--- config.mk ---
export PLATFORM = sky130hd
export DESIGN_NAME = acc_core
export DESIGN_NICKNAME = d
export VERILOG_FILES = /design/src/rtl/acc_pkg.sv /design/src/rtl/acc_rst_sync.sv /design/src/rtl/acc_alu.sv /design/src/rtl/acc_seq.sv /design/src/rtl/acc_core.sv
export SDC_FILE = /design/constraint.sdc
export NUM_CORES = 1
export LEC_CHECK = 0
export BUFFER_PORTS_ARGS = -buffer_cell sky130_fd_sc_hd__buf_2
export CORE_MARGIN = 8
export CORE_UTILIZATION = 46
export DETAILED_ROUTE_END_ITERATION = 7
export PLACE_DENSITY = 0.72
export RECOVER_POWER = 50
export SYNTH_ARGS = -nofsm -noshare
export SYNTH_HDL_FRONTEND = slang
export SYNTH_HIERARCHICAL = 1
export SYNTH_SLANG_ARGS = --single-unit
--- constraint.sdc ---
create_clock -name clk -period 3 [get_ports clk]
set_input_delay 0.45 -clock clk [delete_from_list [all_inputs] [get_ports clk]]
set_output_delay 0.45 -clock clk [all_outputs]
set_load 0.01 [all_outputs]
--- src/rtl/acc_pkg.sv ---
`timescale 1ns/1ps
package acc_pkg;
  typedef enum logic [1:0] {MD_DIR = 2'b00, MD_IND = 2'b01, MD_IMM = 2'b10, MD_ACC = 2'b11} mode_e;
  typedef enum logic [1:0] {AS_PC = 2'd0, AS_FIELD = 2'd1, AS_PTR = 2'd2} asel_e;
  typedef enum logic [1:0] {PS_FIELD = 2'd0, PS_PTR = 2'd1, PS_ACC = 2'd2} psel_e;
  typedef enum logic [3:0] {
    AL_LOAD, AL_AND, AL_OR, AL_XOR, AL_ADD, AL_SUB, AL_CMP, AL_SET,
    AL_NOT, AL_NEG, AL_SHL, AL_SHR, AL_A2F, AL_F2A, AL_PC2A, AL_HOLD
  } alu_op_e;
  typedef struct packed { logic n; logic z; logic o; } flags_t;
  typedef struct packed {
    asel_e   asel;
    logic    mem_en;
    logic    mem_rd;
    logic    drv;
    logic    ir_en;
    logic    ptr_en;
    logic    acc_en;
    logic    flg_en;
    logic    pc_inc;
    logic    pc_ld;
    psel_e   psel;
    alu_op_e alu_op;
  } ctl_t;
endpackage

--- src/rtl/acc_rst_sync.sv ---
`timescale 1ns/1ps
module acc_rst_sync (
  input  logic clk,
  input  logic arst_n,
  output logic srst_n
);
  logic s1_q, s2_q;
  always_ff @(posedge clk or negedge arst_n) begin
    if (!arst_n) begin
      s1_q <= 1'b0;
      s2_q <= 1'b0;
    end else begin
      s1_q <= 1'b1;
      s2_q <= s1_q;
    end
  end
  assign srst_n = s2_q;
endmodule

--- src/rtl/acc_alu.sv ---
`timescale 1ns/1ps
module acc_alu import acc_pkg::*; #(
  parameter int DW = 16,
  parameter int AW = 10
) (
  input  alu_op_e       op,
  input  logic [DW-1:0] a,
  input  logic [DW-1:0] b,
  input  logic [AW-1:0] pc,
  input  flags_t        fi,
  output logic [DW-1:0] res,
  output flags_t        fo
);
  localparam int M  = DW - 1;
  localparam int CW = $clog2(DW);

  logic [DW-1:0] sum, dif, nzv;
  logic [DW:0]   wl, wr;
  logic          ov;

  assign sum = a + b;
  assign dif = a - b;
  assign wl  = {1'b0, a} << b[CW-1:0];
  assign wr  = {a, 1'b0} >> b[CW-1:0];

  always_comb begin
    res = a;
    nzv = a;
    ov  = 1'b0;
    case (op)
      AL_LOAD: res = b;
      AL_AND:  res = a & b;
      AL_OR:   res = a | b;
      AL_XOR:  res = a ^ b;
      AL_ADD:  begin res = sum; ov = (a[M] == b[M]) && (sum[M] != a[M]); end
      AL_SUB:  begin res = dif; ov = (a[M] != b[M]) && (dif[M] != a[M]); end
      AL_CMP:  ov = (a[M] != b[M]) && (dif[M] != a[M]);
      AL_SET:  res = '1;
      AL_NOT:  res = ~a;
      AL_NEG:  begin res = -a; ov = a[M] & res[M]; end
      AL_SHL:  begin res = wl[DW-1:0]; ov = wl[DW]; end
      AL_SHR:  begin res = wr[DW:1]; ov = wr[0]; end
      AL_F2A:  res = {{(DW-3){1'b0}}, fi};
      AL_PC2A: res = {{(DW-AW){1'b0}}, pc};
      default: res = a;
    endcase
    nzv = (op == AL_CMP) ? dif : res;
    fo  = '{n: nzv[M], z: (nzv == '0), o: ov};
    if (op == AL_A2F) fo = flags_t'(a[2:0]);
  end
endmodule

--- src/rtl/acc_seq.sv ---
`timescale 1ns/1ps
module acc_seq import acc_pkg::*; (
  input  logic       clk,
  input  logic       rst_n,
  input  mode_e      mode,
  input  logic [3:0] opc,
  input  flags_t     flg,
  output ctl_t       ctl
);
  logic [1:0] step_q, step_d;
  logic       ex, ex_imm, cond_ok;
  asel_e      ex_as;
  psel_e      ex_ps;

  always_comb begin
    case (opc[2:0])
      3'd0:    cond_ok = 1'b1;
      3'd1:    cond_ok = flg.o;
      3'd2:    cond_ok = flg.z;
      3'd3:    cond_ok = !flg.z;
      3'd4:    cond_ok = flg.n && !flg.z;
      3'd5:    cond_ok = flg.n || flg.z;
      3'd6:    cond_ok = !flg.n && !flg.z;
      default: cond_ok = !flg.n || flg.z;
    endcase
  end

  always_comb begin
    ctl        = '0;
    ctl.asel   = AS_PC;
    ctl.psel   = PS_FIELD;
    ctl.alu_op = AL_HOLD;
    step_d     = 2'd0;
    ex         = 1'b0;
    ex_as      = AS_FIELD;
    ex_ps      = PS_FIELD;
    ex_imm     = (mode == MD_IMM);
    case (step_q)
      2'd0: begin
        ctl.mem_en = 1'b1;
        ctl.mem_rd = 1'b1;
        ctl.ir_en  = 1'b1;
        step_d     = 2'd1;
      end
      2'd1: begin
        if (mode == MD_ACC) begin
          ctl.pc_inc = 1'b1;
          case (opc)
            4'b0001: begin ctl.alu_op = AL_SET;  ctl.acc_en = 1'b1; ctl.flg_en = 1'b1; end
            4'b0010: begin ctl.alu_op = AL_NOT;  ctl.acc_en = 1'b1; ctl.flg_en = 1'b1; end
            4'b0011: begin ctl.alu_op = AL_NEG;  ctl.acc_en = 1'b1; ctl.flg_en = 1'b1; end
            4'b0100: begin ctl.alu_op = AL_SHL;  ctl.acc_en = 1'b1; ctl.flg_en = 1'b1; end
            4'b0101: begin ctl.alu_op = AL_SHR;  ctl.acc_en = 1'b1; ctl.flg_en = 1'b1; end
            4'b0110: begin ctl.alu_op = AL_A2F;  ctl.flg_en = 1'b1; end
            4'b0111: begin ctl.alu_op = AL_F2A;  ctl.acc_en = 1'b1; end
            4'b1000: begin ctl.pc_inc = 1'b0; ctl.pc_ld = 1'b1; ctl.psel = PS_ACC; end
            4'b1001: begin ctl.alu_op = AL_PC2A; ctl.acc_en = 1'b1; end
            default: ;
          endcase
        end else if (mode == MD_IND) begin
          ctl.asel   = AS_FIELD;
          ctl.mem_en = 1'b1;
          ctl.mem_rd = 1'b1;
          ctl.ptr_en = 1'b1;
          step_d     = 2'd2;
        end else begin
          ex = 1'b1;
        end
      end
      2'd2: begin
        ex    = 1'b1;
        ex_as = AS_PTR;
        ex_ps = PS_PTR;
      end
      default: ;
    endcase
    if (ex) begin
      ctl.asel   = ex_as;
      ctl.pc_inc = 1'b1;
      if (!opc[3]) begin
        if (opc == 4'b0111) begin
          if (!ex_imm) begin
            ctl.mem_en = 1'b1;
            ctl.drv    = 1'b1;
          end
        end else begin
          ctl.alu_op = alu_op_e'({1'b0, opc[2:0]});
          ctl.mem_en = !ex_imm;
          ctl.mem_rd = !ex_imm;
          ctl.acc_en = (opc != 4'b0110);
          ctl.flg_en = 1'b1;
        end
      end else if (cond_ok) begin
        ctl.pc_inc = 1'b0;
        ctl.pc_ld  = 1'b1;
        ctl.psel   = ex_ps;
      end
    end
  end

  always_ff @(posedge clk or negedge rst_n) begin
    if (!rst_n) step_q <= 2'd0;
    else        step_q <= step_d;
  end

  // step 3 is never reached; short instructions end after one execute step
  p_step_legal_r3: assert property (@(posedge clk) disable iff (!rst_n) step_q != 2'd3);
  p_short_r3: assert property (@(posedge clk) disable iff (!rst_n)
    (step_q == 2'd1 && mode != MD_IND) |=> step_q == 2'd0);
  p_long_r3: assert property (@(posedge clk) disable iff (!rst_n)
    step_q == 2'd2 |=> step_q == 2'd0);
  // the third step only follows an indirect pointer read
  p_ind_path_r6: assert property (@(posedge clk) disable iff (!rst_n)
    step_q == 2'd2 |-> ($past(step_q) == 2'd1 && $past(mode) == MD_IND));
endmodule

--- src/rtl/acc_core.sv ---
`timescale 1ns/1ps
module acc_core import acc_pkg::*; #(
  parameter int DW = 16
) (
  input  logic          clk,
  input  logic          rst_n,
  output logic [DW-7:0] mem_addr,
  output logic          mem_en,
  output logic          mem_rw,
  output logic [DW-1:0] mem_wdata,
  output logic          mem_drv,
  input  logic [DW-1:0] mem_rdata
);
  localparam int AW = DW - 6;

  logic          srst_n;
  logic [AW-1:0] pc_q, pc_d, ptr_q, ptr_d, field;
  logic [DW-1:0] ir_q, ir_d, acc_q, acc_d, opnd, alu_res;
  flags_t        flg_q, flg_d, alu_flg;
  mode_e         mode;
  logic [3:0]    opc;
  ctl_t          ctl;

  acc_rst_sync u_rst (.clk(clk), .arst_n(rst_n), .srst_n(srst_n));

  assign mode  = mode_e'(ir_q[DW-1 -: 2]);
  assign opc   = ir_q[DW-3 -: 4];
  assign field = ir_q[AW-1:0];

  acc_seq u_seq (
    .clk(clk), .rst_n(srst_n), .mode(mode), .opc(opc), .flg(flg_q), .ctl(ctl)
  );

  assign opnd = (mode == MD_DIR || mode == MD_IND) ? mem_rdata
                                                   : {{(DW-AW){1'b0}}, field};

  acc_alu #(.DW(DW), .AW(AW)) u_alu (
    .op(ctl.alu_op), .a(acc_q), .b(opnd), .pc(pc_q), .fi(flg_q),
    .res(alu_res), .fo(alu_flg)
  );

  always_comb begin
    case (ctl.asel)
      AS_FIELD: mem_addr = field;
      AS_PTR:   mem_addr = ptr_q;
      default:  mem_addr = pc_q;
    endcase
  end

  assign mem_en    = ctl.mem_en;
  assign mem_rw    = ctl.mem_rd;
  assign mem_drv   = ctl.drv;
  assign mem_wdata = acc_q;

  always_comb begin
    pc_d = pc_q;
    if (ctl.pc_ld) begin
      case (ctl.psel)
        PS_PTR:  pc_d = ptr_q;
        PS_ACC:  pc_d = acc_q[AW-1:0];
        default: pc_d = field;
      endcase
    end else if (ctl.pc_inc) begin
      pc_d = pc_q + 1'b1;
    end
    ir_d  = ctl.ir_en  ? mem_rdata           : ir_q;
    ptr_d = ctl.ptr_en ? mem_rdata[AW-1:0]   : ptr_q;
    acc_d = ctl.acc_en ? alu_res             : acc_q;
    flg_d = ctl.flg_en ? alu_flg             : flg_q;
  end

  always_ff @(posedge clk or negedge srst_n) begin
    if (!srst_n) begin
      pc_q  <= '0;
      ir_q  <= '0;
      ptr_q <= '0;
      acc_q <= '0;
      flg_q <= '0;
    end else begin
      pc_q  <= pc_d;
      ir_q  <= ir_d;
      ptr_q <= ptr_d;
      acc_q <= acc_d;
      flg_q <= flg_d;
    end
  end

  // a read never has the data drive enabled
  p_no_drive_read_r14: assert property (@(posedge clk) disable iff (!srst_n)
    (mem_en && mem_rw) |-> !mem_drv);
  // driving data only happens in a write access
  p_drive_write_r7: assert property (@(posedge clk) disable iff (!srst_n)
    mem_drv |-> (mem_en && !mem_rw));
  // the program counter holds across a fetch
  p_fetch_holds_pc_r2: assert property (@(posedge clk) disable iff (!srst_n)
    ctl.ir_en |=> (pc_q == $past(pc_q)));
  // the indirect operand address is the word read one cycle earlier
  p_ptr_from_bus_r6: assert property (@(posedge clk) disable iff (!srst_n)
    (ctl.asel == AS_PTR) |-> (mem_addr == $past(mem_rdata[AW-1:0])));
endmodule

==> out/summary.txt <==
Critical path arrival - 4.43 ns
Worst EP required - 3.28 ns
Ys async rst share - 100%
Detailed Routing Iterations Pass 1 - 8
Mean Syn Cell Area - 8.00 um^2
Post-synth EDFFs - 0
DP Wirelength - 36800 um
CTS tree - done
Setup crit end kind - flop
Total wire length - 49500 um
Fin nets - 1688
Row cnt - 52
Post-DP Area - 13000 um^2
Cell area after synthesis - 9300 um^2
I/O pin count - 47
Part of the cycle the worst path needs - 139%
Most frequent cell on the critical path - nor3_2
GRT busiest layer - met2
CP max-delay cell - or4_1
Total core area - 20000 um^2
Final Skew - 0.0202 ns
Met2 usage - 63.2%
Synth cell types - 99
Cells along the critical path - ha_4, and2b_2, o21ai_4, buf_6, nor3_2, a31oi_4, nand4b_1, nor3_1, a22o_1, or4_1, o32a_1, nor3_2, and4b_2, o221ai_2, a221oi_2, mux2_2
Design Area, Final - 15100 um^2
Cell taking the most area after synthesis - dfrtp_1
Initial antenna violation count - 1
GRT overflow - 0
Largest net degree at the start of global routing - 58
Num CTS Buffers - 9
Cells taking the most area after synthesis - dfrtp_1, ha_1, mux2_2
Vias in the first global route - 11900
Slew headroom - -6.89%
Drt wl/cell - 26.3 um
Violated checks - max-capacitance violations, max-slew violations, negative setup slack
R2R setup slack - -1.16 ns
Global-route wire length before repair - 71200 um
FF-to-FF path depth - 16
Post-Route Utilization - 75.1%
Top cells by count, synth - nor2_1, o21ai_0, mux2_2, ha_1, inv_1
Hold Slack - 0.346 ns
Hold endpoint - ir_q[13]
Tightest Pin Transition - 1.60 ns
Initial drt markers - 1395
Kind of critical path - reg2reg
Post-Syn Instances - 1162
Total GRT Usage - 38.0%
Maximum buffer depth of the clock tree - 2
Antenna Nets Post-Route - 0
RSZ-0062 raised after global routing - yes
Cell depth of the worst min-delay path - 2
Most common cell in the netlist - nor2_1
Yosys reg bits - 59
Final Slew Violations - 58
Main synth FF type - dfrtp_1
# fillers - 1510
Post-synthesis sequential area ratio - 15.9%
DR DRC count - 0
Layout cell share with drive strength beyond 1 - 50.7%
Global placer's final weighted congestion - 1.04
Status - finished, violations left
Initial Util - 46.4%
Number of port buffers - 46
Final setup fails - 29
R2r endpoint - flg_q[1]
FMAX - 240 MHz
Count of warnings emitted by yosys - 6
Hold Crit Start - mem_rdata[13]
Chip width - 158 um
Top-area cell type share of the netlist area - 15.9%
CP Max Fanout - 8
PnR worst setup slack - -1.16 ns
Total number of vias - 12300
Met3 Use GR - 7.34%
Max incr delay on CP - 0.50 ns
R2r startpoint - u_seq/step_q[0]
CP Launch Type - flop
Final min period - 4.16 ns
Synth-to-Final Area Change - 61.9%
M1 GR Usage - 44.4%
H-tree Lvls - 3
Mapped Nets - 1244
Final hold violations - 0
CTS root buffer - clkbuf_16
Clk_lat worst skew - 0.36 ns
CTS clk-pin slew, worst paths - 0.06 ns
Max-cap violations - 1
Die ar. - 25000 um^2
Hold WC Path Type - in2reg
Clock Sink Count - 59
Worst slack at placement - -1.23 ns
Die Y-Extent - 158 um
Vias per cell - 6.53
cells by family after synthesis:
family                     after synthesis  synth area share, %
AOI/OAI and AO/OA                      357                 27.4
and+or+nand+nor                        356                 20.0
buffers and inverters                  170                 8.22
muxes                                  119                 16.3
adders and majority gates               64                 8.77
DFF                                     59                 15.9
xor gates and xnor gates                36                 3.39
other                                    1               0.0403
worst max-delay path, delay by kind of cell, from the launching register on:
kind                       cells  cell delay, ns
adders and majority gates      1            0.19
buffers and inverters          1            0.14
and+or+nand+nor                7            1.64
DFF                            1            0.42
AOI/OAI and AO/OA              6            1.47
muxes                          1            0.23
worst max path at each step:
stage / cells past startpoint / endpoint / from / slack (ns)
2_1_floorplan: 18 / flg_q[1] / u_seq/step_q[1] / -0.60
3_3_place_gp: 15 / flg_q[1] / ir_q[15] / -1.19
3_5_place_dp: 15 / flg_q[1] / ir_q[15] / -1.23
4_1_cts: 16 / flg_q[1] / u_seq/step_q[0] / -1.02
5_1_grt: 19 / flg_q[1] / u_seq/step_q[1] / -1.24
6_report: 16 / flg_q[1] / u_seq/step_q[0] / -1.16
layout by cell type, fill, tap and decap left out, types with 11 or more instances in the layout:
cell	n
nor2b_1	19
ha_1	40
ha_4	18
o21ai_2	11
a21oi_1	48
mux2i_1	29
dfrtp_1	57
nand2b_1	16
nor3_1	27
mux2_4	14
mux4_2	15
buf_2	45
buf_4	427
nor2_1	87
inv_1	51
nand2_1	46
buf_12	15
mux2_2	51
nand3_1	29
a221o_1	13
o21ai_0	47
buf_6	42
a22oi_1	14
a211oi_1	12
o211ai_1	19
xnor2_1	25
o21ai_1	15
o22ai_1	14
layer usage:
layer,vias up,part of all wire (%)
li1,5290,-
met3,300,9.7
met4,0,8.1
met1,5840,36
met5,-,0
met2,853,46
repair_timing:
| action | CTS | global route |
|---|---|---|
| hold endpoints to repair | 2 | 0 |
| hold buffers | 1 | 0 |
| buffers inserted | 37 | 22 |
| endpoints found under the setup margin | 29 | 29 |
| pin swaps | 45 | 41 |
| gates resized for setup | 167 | 102 |
| cloned | 2 | 0 |
layout make-up:
class,count,area [um^2],share of cell area [%]
sequential,59,1480,9.82
tap,270,338,2.24
clock buffer,9,225,1.50
clock inverter,7,100,0.665
timing repair buffer,535,4260,28.3
inverter,67,274,1.82
antenna,1,2.50,0.0166
multi-input combinational,934,8380,55.7
metrics by stage:
step	std cells	setup TNS (ns)
floorplan	1162	-2.93
global placement	1807	-13.54
detailed placement	1807	-14.14
CTS	1861	-10.69
global route	1881	-15.86
finish	1882	-13.31
flip-flops by register name (all words and copies together) (netlist names):
register      cells
u_seq/step_q      2
flg_q             3
mem_wdata        16
u_rst/s1_q        1
pc_q             10
u_rst/srst_n      1
ir_q             16
ptr_q            10
Power is left out: the tool's default activity adds up to more than one toggle a clock period on the data nets, which glitch-free logic cannot reach.
